===== src/rtl/sir_pkg.sv =====
// Shared defaults and the pulse-width mode type for the infrared codec.
package sir_pkg;
    localparam int unsigned DEF_TICKS_PER_BIT = 16;
    localparam int unsigned DEF_PULSE_START   = 7;
    localparam int unsigned DEF_PULSE_TICKS   = 3;
    localparam int unsigned DEF_LP_TICKS      = 3;
    localparam int unsigned DEF_SYNC_STAGES   = 2;

    typedef enum logic {
        PW_BITRATE = 1'b0,
        PW_LOWPWR  = 1'b1
    } pw_mode_e;
endpackage


===== src/rtl/sir_bit_phase.sv =====
// Bit phase tracker: counts oversampling ticks within a bit period and
// latches the transmit bit at phase 0.
// Assumes tx_bit is stable for at least one whole bit period.
module sir_bit_phase #(
    parameter int unsigned TICKS_PER_BIT = sir_pkg::DEF_TICKS_PER_BIT,
    localparam int unsigned PW = $clog2(TICKS_PER_BIT)
) (
    input  logic          clk,
    input  logic          rst_n,
    input  logic          run,
    input  logic          tick,
    input  logic          tx_bit,
    output logic [PW-1:0] phase,
    output logic          cur_bit
);
    localparam logic [PW-1:0] LAST_PH = PW'(TICKS_PER_BIT - 1);

    // Advance the phase on each tick and sample the bit at phase 0.
    always_ff @(posedge clk) begin
        if (!rst_n || !run) begin
            phase   <= '0;
            cur_bit <= 1'b1;
        end else if (tick) begin
            if (phase == '0) cur_bit <= tx_bit;
            phase <= (phase == LAST_PH) ? '0 : phase + 1'b1;
        end
    end
endmodule


===== src/rtl/sir_encoder.sv =====
// Pulse encoder: turns a latched 0 bit into one active-high pulse that
// starts at a fixed phase. The pulse ends after a fixed number of
// oversampling ticks, or after a fixed number of low-power ticks.
// Assumes PULSE_START + PULSE_TICKS < TICKS_PER_BIT.
module sir_encoder #(
    parameter int unsigned TICKS_PER_BIT = sir_pkg::DEF_TICKS_PER_BIT,
    parameter int unsigned PULSE_START   = sir_pkg::DEF_PULSE_START,
    parameter int unsigned PULSE_TICKS   = sir_pkg::DEF_PULSE_TICKS,
    parameter int unsigned LP_TICKS      = sir_pkg::DEF_LP_TICKS,
    localparam int unsigned PW = $clog2(TICKS_PER_BIT)
) (
    input  logic              clk,
    input  logic              rst_n,
    input  logic              run,
    input  logic              baud_tick,
    input  logic              lp_tick,
    input  sir_pkg::pw_mode_e mode,
    input  logic [PW-1:0]     phase,
    input  logic              cur_bit,
    output logic              pulse
);
    localparam int unsigned LW = $clog2(LP_TICKS + 1);
    localparam logic [PW-1:0] START_PH = PW'(PULSE_START);
    localparam logic [PW-1:0] END_PH   = PW'(PULSE_START + PULSE_TICKS);
    localparam logic [LW-1:0] LP_LAST  = LW'(LP_TICKS - 1);

    logic          start;
    logic [LW-1:0] lp_cnt;

    // A pulse starts on the start-phase tick of a 0 bit.
    always_comb start = baud_tick && (phase == START_PH) && !cur_bit;

    // Hold the pulse until the width in the selected mode has elapsed.
    always_ff @(posedge clk) begin
        if (!rst_n || !run) begin
            pulse  <= 1'b0;
            lp_cnt <= '0;
        end else if (start) begin
            pulse  <= 1'b1;
            lp_cnt <= '0;
        end else if (pulse) begin
            if (mode == sir_pkg::PW_BITRATE) begin
                if (baud_tick && phase == END_PH) pulse <= 1'b0;
            end else if (lp_tick) begin
                if (lp_cnt == LP_LAST) begin
                    pulse  <= 1'b0;
                    lp_cnt <= '0;
                end else begin
                    lp_cnt <= lp_cnt + 1'b1;
                end
            end
        end
    end
endmodule


===== src/rtl/sir_decoder.sv =====
// Pulse decoder: synchronises the active-low optical input, finds its
// falling edge and stretches it into a 0 lasting one bit period.
// Assumes SYNC_STAGES >= 2.
module sir_decoder #(
    parameter int unsigned TICKS_PER_BIT = sir_pkg::DEF_TICKS_PER_BIT,
    parameter int unsigned SYNC_STAGES   = sir_pkg::DEF_SYNC_STAGES
) (
    input  logic clk,
    input  logic rst_n,
    input  logic run,
    input  logic baud_tick,
    input  logic line_in,
    output logic bit_out
);
    localparam int unsigned HW = $clog2(TICKS_PER_BIT + 1);
    localparam logic [HW-1:0] HOLD_V = HW'(TICKS_PER_BIT);

    logic [SYNC_STAGES-1:0] sync_q;
    logic [HW-1:0]          hold;
    logic                   fall;

    // Synchroniser chain, idle high.
    for (genvar i = 0; i < SYNC_STAGES; i++) begin : g_sync
        always_ff @(posedge clk) begin
            if (!rst_n || !run) sync_q[i] <= 1'b1;
            else if (i == 0)     sync_q[i] <= line_in;
            else                 sync_q[i] <= sync_q[(i == 0) ? 0 : i - 1];
        end
    end

    // High-to-low transition at the synchroniser output.
    always_comb fall = sync_q[SYNC_STAGES-1] && !sync_q[SYNC_STAGES-2];

    // Load a full bit period on an edge, count it down on ticks.
    always_ff @(posedge clk) begin
        if (!rst_n || !run)           hold <= '0;
        else if (fall)                hold <= HOLD_V;
        else if (baud_tick && hold != '0) hold <= hold - 1'b1;
    end

    // Drive 0 while a hold is in progress.
    always_comb bit_out = (hold == '0);
endmodule


===== src/rtl/sir_codec.sv =====
// Infrared SIR codec top: gates the encoder and decoder with the two
// enables, holds the wired transmit line at marking while infrared is
// active, and picks the decoder source for test loopback.
module sir_codec #(
    parameter int unsigned TICKS_PER_BIT = sir_pkg::DEF_TICKS_PER_BIT,
    parameter int unsigned PULSE_START   = sir_pkg::DEF_PULSE_START,
    parameter int unsigned PULSE_TICKS   = sir_pkg::DEF_PULSE_TICKS,
    parameter int unsigned LP_TICKS      = sir_pkg::DEF_LP_TICKS,
    parameter int unsigned SYNC_STAGES   = sir_pkg::DEF_SYNC_STAGES
) (
    input  logic clk,
    input  logic rst_n,
    input  logic baud16_tick,
    input  logic lp_tick,
    input  logic uart_en,
    input  logic sir_en,
    input  logic lp_mode,
    input  logic loop_test,
    input  logic tx_bit,
    input  logic rxd_in,
    input  logic sir_in,
    output logic txd_out,
    output logic sir_out,
    output logic rx_bit
);
    localparam int unsigned PW = $clog2(TICKS_PER_BIT);

    logic              active;
    logic [PW-1:0]     phase;
    logic              cur_bit;
    logic              pulse;
    logic              dec_in;
    logic              dec_bit;
    sir_pkg::pw_mode_e mode;

    // Infrared runs only when the UART as a whole is enabled.
    always_comb active = uart_en && sir_en;
    always_comb mode   = lp_mode ? sir_pkg::PW_LOWPWR : sir_pkg::PW_BITRATE;

    sir_bit_phase #(.TICKS_PER_BIT(TICKS_PER_BIT)) u_phase (
        .clk(clk), .rst_n(rst_n), .run(active), .tick(baud16_tick),
        .tx_bit(tx_bit), .phase(phase), .cur_bit(cur_bit)
    );

    sir_encoder #(
        .TICKS_PER_BIT(TICKS_PER_BIT), .PULSE_START(PULSE_START),
        .PULSE_TICKS(PULSE_TICKS), .LP_TICKS(LP_TICKS)
    ) u_enc (
        .clk(clk), .rst_n(rst_n), .run(active), .baud_tick(baud16_tick),
        .lp_tick(lp_tick), .mode(mode), .phase(phase), .cur_bit(cur_bit),
        .pulse(pulse)
    );

    // Loopback feeds the inverted pulse in place of the optical input.
    always_comb dec_in = loop_test ? !pulse : sir_in;

    sir_decoder #(
        .TICKS_PER_BIT(TICKS_PER_BIT), .SYNC_STAGES(SYNC_STAGES)
    ) u_dec (
        .clk(clk), .rst_n(rst_n), .run(active), .baud_tick(baud16_tick),
        .line_in(dec_in), .bit_out(dec_bit)
    );

    // Output steering between the wired and the infrared paths.
    always_comb begin
        sir_out = active && pulse;
        txd_out = active ? 1'b1 : tx_bit;
        rx_bit  = active ? dec_bit : rxd_in;
    end
endmodule


===== config.mk =====
export PLATFORM = sky130hd
export DESIGN_NAME = sir_codec
export DESIGN_NICKNAME = d
export VERILOG_FILES = /design/src/rtl/sir_pkg.sv /design/src/rtl/sir_bit_phase.sv /design/src/rtl/sir_encoder.sv /design/src/rtl/sir_decoder.sv /design/src/rtl/sir_codec.sv
export SDC_FILE = /design/constraint.sdc
export NUM_CORES = 1
export LEC_CHECK = 0
export BUFFER_PORTS_ARGS = -buffer_cell sky130_fd_sc_hd__buf_4
export CAP_MARGIN = 20
export CORE_MARGIN = 2
export CORE_UTILIZATION = 51
export DETAILED_ROUTE_END_ITERATION = 7
export PLACE_DENSITY_LB_ADDON = 0.2
export SKIP_LAST_GASP = 1
export SLEW_MARGIN = 20
export SYNTH_ARGS = -nofsm -noshare
export SYNTH_HDL_FRONTEND = slang
export SYNTH_SLANG_ARGS = --single-unit

===== constraint.sdc =====
create_clock -name clk -period 1.95 [get_ports clk]
set_input_delay 0.39 -clock clk [delete_from_list [all_inputs] [get_ports clk]]
set_output_delay 0.39 -clock clk [all_outputs]
set_load 0.02 [all_outputs]

Yosys cells after proc, flatten, opt, wreduce, memory -nomap -nowiden
Cells that the tools add are included.

word-level totals
  RAM bits = 0
  memories kept = 0
  latch bits = 0
  memory bits (read-only) = 0
  input bits = 11
  output and inout port bits = 3
  logic and storage cells = 50
  flip-flop bits (word level) = 15

operators by class
  $mul = 0
  reductions and logical operators = 21
  equal/unequal tests = 4
  order comparisons = 0
  shift-type cells = 0
  muxes and demuxes = 14
  bitwise logic cells = 0
  divide/modulo/power cells = 0
  add/sub/neg operators = 3

operators by type and width
  cell                 number
  $mux 1               10
  $mux 5               2
  $eq 4x4->1 const B   2
  $logic_and 1x1->1    7
  $logic_not 1->1      5
  $logic_not 5->1      1
  $reduce_bool 5->1    1
  $sub 5x1->5 const B  1
  $add 4x1->4 const B  1
  $eq 4x3->1 const B   1
  $logic_not 4->1      1
  $mux 4               1
  $reduce_or 2->1      2
  $reduce_and 3->1     1
  $add 2x1->2 const B  1
  $eq 2x2->1 const B   1
  $mux 2               1
  $reduce_and 2->1     1
  $reduce_bool 2->1    1
  $logic_or 1x1->1     1

Logic depth before layout (Yosys ltp)
Gate-level depths: netlist of the first run.

  depth in word-level cells = 6
  mapped depth = 5
  depth with buffers taken out = 5

Modules after synthesis
From an unflattened synthesis of the first run, not the netlist that was laid out.

second synthesis, totals
  cells, all modules = 84
  area total of the unflattened synthesis = 762.0 sq um

by module, submodules not included
  module         area each (sq um)  instances  sequential area each (sq um)  cells an instance
  sir_decoder    305.3              1          140.1                         33
  sir_bit_phase  240.2              1          100.1                         26
  sir_encoder    163.9              1          60.1                          18
  sir_codec      52.6               1          0.0                           7

Worst setup path after synthesis of the first run
No wires, ideal clock.

  path type = register -> output
  from = reg u_dec.hold[0]
  to = out rx_bit
  arrival time = 1543 ps
  cell stages (with the launch flop) = 5
  setup slack = 17 ps
  buffers on the path = 0
  cells stage by stage = dfxtp_1 inv_1 ha_1 or4b_1 o21ai_0

between the ends
  longest elaborated chain between the ends = 2

RTL lines
  what                    RTL line           source
  from (decl)             sir_decoder.sv:19  logic [HW-1:0] hold;
  from (signal assigned)  sir_decoder.sv:38  else if (baud_tick && hold != '0) hold <= hold - 1'b1;
  $logic_not 5->1         sir_decoder.sv:42  always_comb bit_out = (hold == '0);
  $mux 1                  sir_codec.sv:68    rx_bit = active ? dec_bit : rxd_in;
  to (decl)               sir_codec.sv:24    output logic rx_bit

No other way between the ends.

Worst setup path in the final report of the first run
Same ends and word-level chain as after synthesis.

==> results of run 1 <==
[sequential cells by signal, indices dropped and copies added, names as in the netlist]
name and cells:
u_phase.phase 4, u_enc.pulse 1, u_phase.cur_bit 1, u_dec.sync_q 2, u_enc.lp_cnt 2, u_dec.hold 5
[placed cells by master (no fill, tap or decap), types with 2 or more instances in the layout]
cell type   n
a211oi_1    2
a21oi_1     7
and3_1      2
buf_4      14
clkbuf_4    3
dfxtp_1    13
dfxtp_2     2
ha_1        3
inv_1       4
inv_2       2
mux2i_1     2
nand2_1    13
nand2b_1    3
nand3_1     5
nand4b_1    2
nor2_1      2
nor4b_1     2
o21ai_0     3
or3_1       3
[through the flow]
| stage | total power, mW | hold WS (ps) | util [%] |
|---|---|---|---|
| after floorplan | 0.338 | 401 | - |
| after global placement | 0.364 | 422 | 63.7 |
| after detailed placement | 0.365 | 423 | 63.7 |
| after CTS | 0.542 | 335 | 68.2 |
| after global routing | 0.559 | 340 | 68.8 |
| final | 0.540 | 340 | 68.8 |
[kinds of logic (layout without fill, tap and decap cells)]
family          after synthesis  after routing  synth area share (%)
simple gates                 38             38                  29.5
compound gates               18             18                  15.4
flops                        15             15                  40.7
buf+inv                       7             25                  3.73
fa+ha+maj                     4              4                  6.78
mux                           2              2                  2.71
xor+xnor                      1              1                  1.19
[per-layer routing]
layer  vias up  global-route usage [%]
li1        347                       -
met1       317                    23.4
met2        20                    28.7
met3         4                    2.59
met4         0                    10.0
met5         -                       0
[worst max-delay path: stages, from the launching register on]
cell and delay (ps):
dfxtp_2 340, inv_2 70, ha_4 120, or4b_4 470, o21ai_2 140, buf_6 130
[power by group]
part           leakage [nW]  switching [mW]  internal [mW]
clock                0.0150          0.0997         0.0794
combinational         0.227          0.0255         0.0262
sequential            0.122         0.00131          0.308
[worst max path at each step]
stage | endpoint | from | slack [ps] | depth (start not counted)
finish | rx_bit | u_dec.hold[0] | 20 | 5
global route | rx_bit | u_dec.hold[0] | -40 | 5
CTS | rx_bit | u_dec.hold[0] | 10 | 5
detailed placement | rx_bit | u_dec.hold[0] | 140 | 5
global placement | rx_bit | u_dec.hold[0] | 160 | 5
floorplan | rx_bit | u_dec.hold[0] | 20 | 4
[timing repair]
item / in CTS / in global routing
endpoints found under the setup margin: 1 / 1
hold endpoints to repair: 0 / 0
pin swaps: 2 / 0
gates cloned: 0 / 0
buffers inserted: 2 / 0
resized for setup: 8 / 2
[area by class of cell]
cell class | instances | area [sq um] | area share [%]
multi-input combinational | 63 | 430 | 46.9
clock buffer | 4 | 26.3 | 2.86
tap | 15 | 18.8 | 2.05
sequential | 15 | 303 | 33.0
timing repair buffer | 15 | 116 | 12.7
inverter | 6 | 22.5 | 2.46
==> results by group, run 1 <==
Run status
  • Status: completed

Final layout
  • Final net count: about 120
  • Final instance area: 917 sq um
  • Synth-to-layout area growth: 24.2%
  • Post-Layout Cell Count: roughly 120
  • Number of antenna repair diodes: 0
  • Filler cells: between 100 and 150
  • Layout cell share with drive strength beyond 1: around a quarter

Min path
  • Worst Min Path Start: tx_bit
  • Hold Path End: u_phase.cur_bit
  • Hold Crit Class: in2reg
  • Hold path depth: 3

Timing
  • Slew @ Worst Pin: between 500 and 600 ps
  • Hold Vio Cnt, Final: 0
  • RSZ-0062 raised after global routing: yes
  • Final setup viols: 0
  • Fmax: just over 500 MHz
  • Setup TNS: 0 ps
  • Tmin final: between 1500 and 2000 ps
  • Final period utilization: between 90% and 100%
  • Slew headroom: between 60% and 70%
  • Clk_skew: around 5.3 ps
  • Final worst slack: approximately 16 ps
  • Max-slew violations: 0

Drt
  • Highest routed metal layer: met4
  • Length of routed met3 wiring: roughly 74 um
  • Post-route ant nets: 0
  • WL per Instance: 12.6 um
  • Via/cell ratio: roughly 5.8
  • Met2 wire len: 714 um
  • Initial DRC count: 4
  • DRT met1 WL: approximately 670 um
  • Drt total wl: approximately 1.5 mm
  • Total number of vias: 688
  • Pre-Repair DR Iteration Count: 4
  • Drt drc: 0

Yosys
  • Synthesized instance count: 85
  • Sequential share of the synthesized area: between 40% and 50%
  • Syn. warnings: 0
  • Synthesized flop and latch total: 15
  • Dominant cell type by area after synthesis: dfxtp_1
  • Synth Net Count: 100
  • Share of the synthesized area in the top cell type: between 40% and 50%
  • Average cell area after synthesis: between 8 and 9 sq um
  • Primary FF master, synth: dfxtp_1
  • Cell with the most instances after synthesis: dfxtp_1
  • Commonest cells in the netlist: 15 x dfxtp_1, 13 x nand2_1, 7 x a21oi_1, 6 x inv_1, 5 x nand3_1
  • Ys async rst share: 0%
  • Top post-synthesis cells by area: dfxtp_1 41%, ha_1 6.8%, nand2_1 6.6%
  • Syn Std Cell Area: approximately 740 sq um
  • Post-synth EDFFs: 0
  • Distinct cells, synth: 27

Pwr
  • Lkg Pwr: 0.364 nW
  • P per Cell Area: 588 mW/mm^2
  • VDD IR max: between 0.3 and 0.4 mV

Placed design
  • Placed cell area: 850 sq um
  • Final HPWL DP: approximately 1.1 mm
  • Placer congestion estimate: 0.798
  • Port Buffers: 13
  • # placed instances: around 110
  • Setup WS pre-CTS: 142 ps

Global routing
  • GR Util All Layers: a little under a fifth
  • Antenna violations before repair: 0
  • Global-route wire length before repair: 2.46 mm
  • Largest net degree at the start of global routing: 14
  • Gr ovfl total: 0
  • Vias in the first global route: around 600

CTS
  • Clk buf depth: 2
  • Number of hold buffers added after CTS: 0
  • CTS buffer count: 3
  • Clock Latency Late Sink: around 280 ps
  • H-tree depth: 1
  • Clock root buffer master: clkbuf_4
  • CTS sink count: 15
  • CTS tree: done
  • CTS clk-pin slew, worst paths: 90 ps

Die
  • Die X: 42.0 um
  • Placement row count: 13
  • Floorplan core area: between 0.001 and 0.0015 sq mm
  • Starting Density: between 50% and 60%
  • Die Ht: 42.0 um
  • Die area: ~0.0018 sq mm
  • Top Ports: 14

Setup path
  • Crit-path max FO: 3
  • Worst R2R End: u_dec.hold[1]
  • Crit Path Class: reg2out
  • CP Capture Type: output pin
  • CP required: between 1500 and 2000 ps
  • Crit start category: register
  • Crit path arrival time: approximately 1500 ps
  • R2R Path Start: u_dec.hold[0]
  • R2R depth: 5
  • R2r setup slk: roughly 450 ps

Job
  • # Max-Cap Violations: 0
(Power assumes the default switching activity.)
==> run 2: changes to the inputs <==
Settings changed: CORE_UTILIZATION 51 to 55, PLACE_DENSITY from default to 0.81, PLACE_DENSITY_LB_ADDON 0.2 to default.
Clock period 1.95 ns to 2.4 ns, I/O delays scaled along.
==> run 2 against run 1 <==
  * First-iteration DRC count grew 130%
  * Combinational power fell by 23%
  * Register-to-register slack better by 410 ps
  * Sequential share of layout area grew 1.3 points
  * Clock skew down 4.4 ps
  * Global-route usage grew 2.2 points
  * Sequential cell count unchanged
  * Non-clock buffer count down 2
  * Cell area shrank 4.5%
  * Critical path type unchanged
  * Critical endpoint unchanged
  * Largest power group unchanged
  * Highest routed layer unchanged
==> results by group, run 2 (synthesized netlist as in run 1, its figures left out) <==
Drt
  • Drt drc: 0
  • Post-route ant nets: 0
  • WL per Instance: around 12 um
  • Via/cell ratio: slightly below 6
  • Initial DRC count: 9
  • Total number of vias: 673
  • Pre-Repair DR Iteration Count: 4
  • Drt total wl: 1.44 mm

Setup path
  • Crit Path Class: reg2out
  • CP Capture Type: output pin
  • Crit start category: register
  • R2r setup slk: approximately 860 ps
  • Worst R2R End: u_dec.hold[1]
  • CP required: around 1900 ps
  • Crit-path max FO: 4
  • R2R depth: 4
  • Crit path arrival time: 1780 ps
  • R2R Path Start: u_dec.hold[0]

Run status
  • Status: completed

Placed design
  • Placer congestion estimate: between 0.7 and 0.8
  • Port Buffers: 13
  • Final HPWL DP: between 1 and 1.5 mm
  • # placed instances: ~110

Job
  • # Max-Cap Violations: 0

Global routing
  • GR Util All Layers: just over 20%
  • Gr ovfl total: 0
  • Largest net degree at the start of global routing: 14
  • M2 GR Usage: 33.7%
  • Grt met1 use: between 20% and 30%
  • Grt peak-use layer: met2
  • Global-route wire length before repair: approximately 2.2 mm
  • Met3 usage: ~1.6%
  • Vias in the first global route: 546
  • Antenna violations before repair: 0

Final layout
  • Register with the most flip-flops: u_dec.hold
  • Final core occ: 69.0%
  • Synth-to-layout area growth: 18.6%
  • Post-Layout Cell Count: roughly 120
  • Most frequent cells in the layout: 15 x dfxtp_1, 13 x nand2_1, 13 x buf_4
  • Number of antenna repair diodes: 0
  • Number of flip-flops in the largest register: 5
  • Layout cell share with drive strength beyond 1: 16.8%
  • Commonest non-fill, non-tap cell in the layout: dfxtp_1
  • Filler cells: about 110
  • Final net count: 117
  • Top flop regs: u_dec.hold x5, u_phase.phase x4

CTS
  • H-tree depth: 1
  • CTS buffer count: 3
  • Post-CTS sizing: 0
  • Clk buf depth: 2
  • CTS tree: done
  • Clock root buffer master: clkbuf_4
  • CTS clk-pin slew, worst paths: roughly 90 ps
  • Number of hold buffers added after CTS: 0
  • Post-CTS setup buffer count: 0
  • CTS sink count: 15
  • Clock Latency Late Sink: approximately 270 ps

Min path
  • Worst Min Path Start: loop_test
  • Hold Path End: u_dec.sync_q[0]
  • Hold path depth: 3
  • Hold Crit Class: in2reg

Timing
  • Hold Vio Cnt, Final: 0
  • RSZ-0062 raised after global routing: no
  • Final setup viols: 0
  • Fmax: 443 MHz
  • Clk_skew: roughly 0.87 ps
  • Max-slew violations: 0
  • Final period utilization: between 90% and 100%
  • Tmin final: between 2000 and 2500 ps
  • Setup TNS: 0 ps
  • Slew @ Worst Pin: 579 ps
  • Slew headroom: between 60 and 70%

Pwr
  • Reg power frac: between 50% and 60%
  • Switching power: between 0.1 and 0.15 mW
  • P per Cell Area: 496 mW/mm^2
  • Lkg Pwr: approximately 0.35 nW
  • Tot Pwr: between 0.4 and 0.5 mW
  • Combinational power share: a little under a tenth
  • Internal power: around 0.33 mW
  • Sw frac: 23.1%
  • VDD IR max: between 0.4 and 0.5 mV
  • Clock power frac: between 30% and 40%

Die
  • Die area: 0.00165 sq mm
  • Die X: 40.6 um
  • Starting Density: 58.2%
  • Die Ht: 40.6 um
  • Top Ports: 14
  • Floorplan core area: roughly 0.0013 sq mm
  • Placement row count: 13
-- run 2: stage by stage --
step / worst slack, ps / instance area (sq um) / hold WS (ps)
after CTS: 148 / 876 / 439
after floorplan: 377 / 738 / 401
after detailed placement: 462 / 850 / 424
after global routing: 74.9 / 876 / 442
final: 144 / 876 / 431
after global placement: 525 / 850 / 412
-- run 2: power by group through the flow --
stage	clock network (mW)	registers, mW	logic [mW]
after floorplan	0	0.257	0.0182
after global placement	0	0.257	0.0388
after detailed placement	0	0.257	0.0399
after CTS	0.146	0.251	0.0400
after global routing	0.155	0.251	0.0437
final	0.144	0.251	0.0396
-- run 2: worst max-delay path by stage --
stage	from	end	slack, ps	cells after the start
floorplan	u_dec.hold[0]	rx_bit	380	4
global placement	u_dec.hold[0]	rx_bit	520	5
finish	u_dec.hold[0]	rx_bit	140	5
CTS	u_dec.hold[0]	rx_bit	150	5
global route	u_dec.hold[0]	rx_bit	70	5
detailed placement	u_dec.hold[0]	rx_bit	460	5
-- run 2: area by class of cell --
| type | count | area, sq um | share of cell area [%] |
|---|---|---|---|
| Sequential cell | 15 | 300 | 34.3 |
| Inverter | 6 | 22.5 | 2.57 |
| Clock buffer | 4 | 26.3 | 3.00 |
| Tap cell | 15 | 18.8 | 2.14 |
| Multi-Input combinational cell | 63 | 410 | 46.9 |
| Timing Repair Buffer | 13 | 97.6 | 11.1 |
-- run 2: worst max-delay path: stages, from the launching register on --
cell and delay [ps]:
dfxtp_1 330, inv_1 80, ha_1 200, or4b_1 530, o21ai_0 200, buf_4 170
-- run 2: layer usage --
layer  vias to the layer above  routed length, um
li1                        345                  -
met1                       306                652
met2                        20                713
met3                         2                 60
met4                         0                 14
met5                         -                  0
==> run 3: changes to the inputs <==
Settings changed: ABC_AREA from default to 1, CORE_UTILIZATION 55 to 56, PLACE_DENSITY 0.81 to 0.82.
==> run 3 against run 2 <==
  * Power rose by 1.6%
  * Synthesized cell count rose by 28%
  * Clock power barely moved
  * Non-clock buffer count did not move
  * Final cell count rose by 21%
  * Register-to-register slack improved by 380 ps
  * Area after synthesis rose by 5.9%
  * Combinational power rose by 9.6%
  * Sequential share of layout area fell by 1.6 points
  * Largest power group unchanged
==> results by group, run 3 <==
Run status
  • Status: completed

Placed design
  • Placed cell area: ~890 sq um
  • # placed instances: 136
  • Final HPWL DP: 1.14 mm
  • Setup WS pre-CTS: around 860 ps
  • Placer congestion estimate: roughly 0.75
  • Port Buffers: 13

Die
  • Top Ports: 14
  • Die area: roughly 0.0017 sq mm
  • Starting Density: roughly three fifths
  • Placement row count: 13
  • Die X: a little over 40 um
  • Floorplan core area: around 0.0013 sq mm
  • Die Ht: about 41 um

Pwr
  • VDD IR max: roughly 0.37 mV
  • Clock power frac: between 30 and 40%
  • Lkg Pwr: a little under 0.4 nW
  • Tot Pwr: roughly 0.44 mW
  • Internal power: about 0.33 mW
  • Switching power: 0.109 mW
  • P per Cell Area: 481 mW/mm^2
  • Reg power frac: 57.1%
  • Sw frac: between 20% and 30%
  • Combinational power share: under 10%

Yosys
  • Average cell area after synthesis: slightly above 7 sq um
  • Post-Synth XOR/XNOR Area: between 1 and 1.5%
  • Top post-synthesis cells by area: dfxtp_1 38%, nand2_1 9.6%, inv_1 8.2%
  • Commonest cells in the netlist: 20 x nand2_1, 17 x inv_1, 15 x dfxtp_1, 13 x nor2_1, 11 x a21oi_1
  • Syn Std Cell Area: just under 800 sq um
  • Combinational family with the most area after synthesis: simple AND/OR/NAND/NOR gates
  • Synthesized flop and latch total: 15
  • Dominant cell type by area after synthesis: dfxtp_1
  • Synthesized instance count: roughly 110
  • Cell with the most instances after synthesis: nand2_1
  • Distinct cells, synth: 22
  • Mux contribution to synthesized area: 0%
  • Ys async rst share: 0%
  • Post-synth EDFFs: 0
  • Synth Net Count: approximately 120
  • Sequential share of the synthesized area: a little under two fifths
  • Primary FF master, synth: dfxtp_1
  • Post-synthesis compound-gate area fraction: a little under an eighth
  • Simple-gate area share of the yosys netlist: 33.0%
  • Syn. warnings: 0
  • Adder-cell share of the synthesized area: approximately 6.4%
  • Share of the synthesized area in the top cell type: between 30% and 40%

Timing
  • Final worst slack: 543 ps
  • Hold Vio Cnt, Final: 0
  • Slew headroom: a little under nine tenths
  • Fmax: about 540 MHz
  • Setup TNS: 0 ps
  • Slew @ Worst Pin: 203 ps
  • Final setup viols: 0
  • Final period utilization: between 70% and 80%
  • Clk_skew: 3.58 ps
  • RSZ-0062 raised after global routing: no
  • Tmin final: between 1500 and 2000 ps
  • Hold slack: approximately 400 ps
  • Max-slew violations: 0

CTS
  • CTS clk-pin slew, worst paths: around 90 ps
  • Clk buf depth: 2
  • H-tree depth: 1
  • CTS sink count: 15
  • Post-CTS setup buffer count: 0
  • Number of hold buffers added after CTS: 0
  • Clock root buffer master: clkbuf_4
  • CTS tree: done
  • Post-CTS sizing: 0
  • Clock Latency Late Sink: 280 ps
  • CTS buffer count: 3

Setup path
  • CP required: 1920 ps
  • Crit path arrival time: about 1400 ps
  • Crit-path max FO: 7
  • Crit start category: register
  • CP Capture Type: output pin
  • Crit Path Class: reg2out

Final layout
  • Number of antenna repair diodes: 0
  • Post-Layout Cell Count: between 100 and 150
  • Final core occ: between 70 and 80%
  • Top flop regs: u_dec.hold x5, u_phase.phase x4
  • Commonest non-fill, non-tap cell in the layout: nand2_1
  • Synth-to-layout area growth: 17.4%
  • Number of flip-flops in the largest register: 5
  • Filler cells: 113
  • Layout cell share with drive strength beyond 1: a little under a fifth
  • Final net count: around 140
  • Final instance area: 918 sq um
  • Most frequent cells in the layout: 20 x nand2_1, 17 x inv_1, 15 x dfxtp_1
  • Register with the most flip-flops: u_dec.hold

Drt
  • Drt drc: 0
  • WL per Instance: approximately 10 um
  • Post-route ant nets: 0
  • Pre-Repair DR Iteration Count: 4
  • Initial DRC count: 14
  • Total number of vias: about 700
  • Via/cell ratio: 5.02
  • Drt total wl: between 1 and 1.5 mm

Global routing
  • Vias in the first global route: 558
  • Global-route wire length before repair: roughly 2.2 mm
  • GR Util All Layers: about a fifth
  • Largest net degree at the start of global routing: 14
  • Antenna violations before repair: 0
  • Gr ovfl total: 0

Min path
  • Hold Crit Class: in2reg

Job
  • # Max-Cap Violations: 0
## run 3: cell count changes after synthesis, sizes merged, moves of 3 or more
cell,before,now
nor2,2,15
or3,3,0
nand2,13,21
inv,6,18
a21oi,7,11
nand3,5,9
nand2b,3,0
nor3,1,4
## run 3: cell families (layout without fill, tap and decap cells)
group | Yosys count | after routing
adders and majority gates | 4 | 4
and+or+nand+nor | 53 | 53
AOI/OAI and AO/OA | 17 | 17
DFF | 15 | 15
buffers and inverters | 19 | 35
xor gates and xnor gates | 1 | 1
## run 3: power groups by stage
stage / Sequential (mW) / Clock [mW] / Combinational [mW]
2_1_floorplan: 0.257 / 0 / 0.0219
3_3_place_gp: 0.258 / 0 / 0.0427
3_5_place_dp: 0.258 / 0 / 0.0431
4_1_cts: 0.252 / 0.149 / 0.0434
5_1_grt: 0.252 / 0.160 / 0.0473
6_report: 0.252 / 0.146 / 0.0434
## run 3: layout make-up
class / instances / area [sq um] / area share (%)
clock inverter: 1 / 5.00 / 0.545
multi-input combinational: 75 / 407 / 44.3
timing repair buffer: 13 / 97.6 / 10.6
sequential: 15 / 300 / 32.7
inverter: 18 / 67.6 / 7.36
tap: 15 / 18.8 / 2.04
clock buffer: 3 / 22.5 / 2.45
## run 3: path summary, 6_finish.rpt
kind / from / to / slack, ps / cells past startpoint
setup / recovery: u_dec.hold[0] / rx_bit / 540 / 5
hold / removal: loop_test / u_dec.sync_q[0] / 400 / 2
setup reg to reg: u_phase.phase[1] / u_enc.lp_cnt[1] / 1240 / 6
hold reg to reg: u_dec.sync_q[0] / u_dec.sync_q[1] / 460 / 1
## run 3: per-layer routing
layer  track usage, %  wire (um)  up-vias
met4             12.1         25        0
met2             32.4        732       12
met3             3.19         40        4
li1                 -          -      383
met5                0          0        -
met1             23.7        663      304
## run 3: critical path, cell delays in order (launching register included)
cell and delay (ps):
dfxtp_1 330, inv_1 70, ha_1 240, nand3b_4 130, o21ai_0 160, buf_4 160
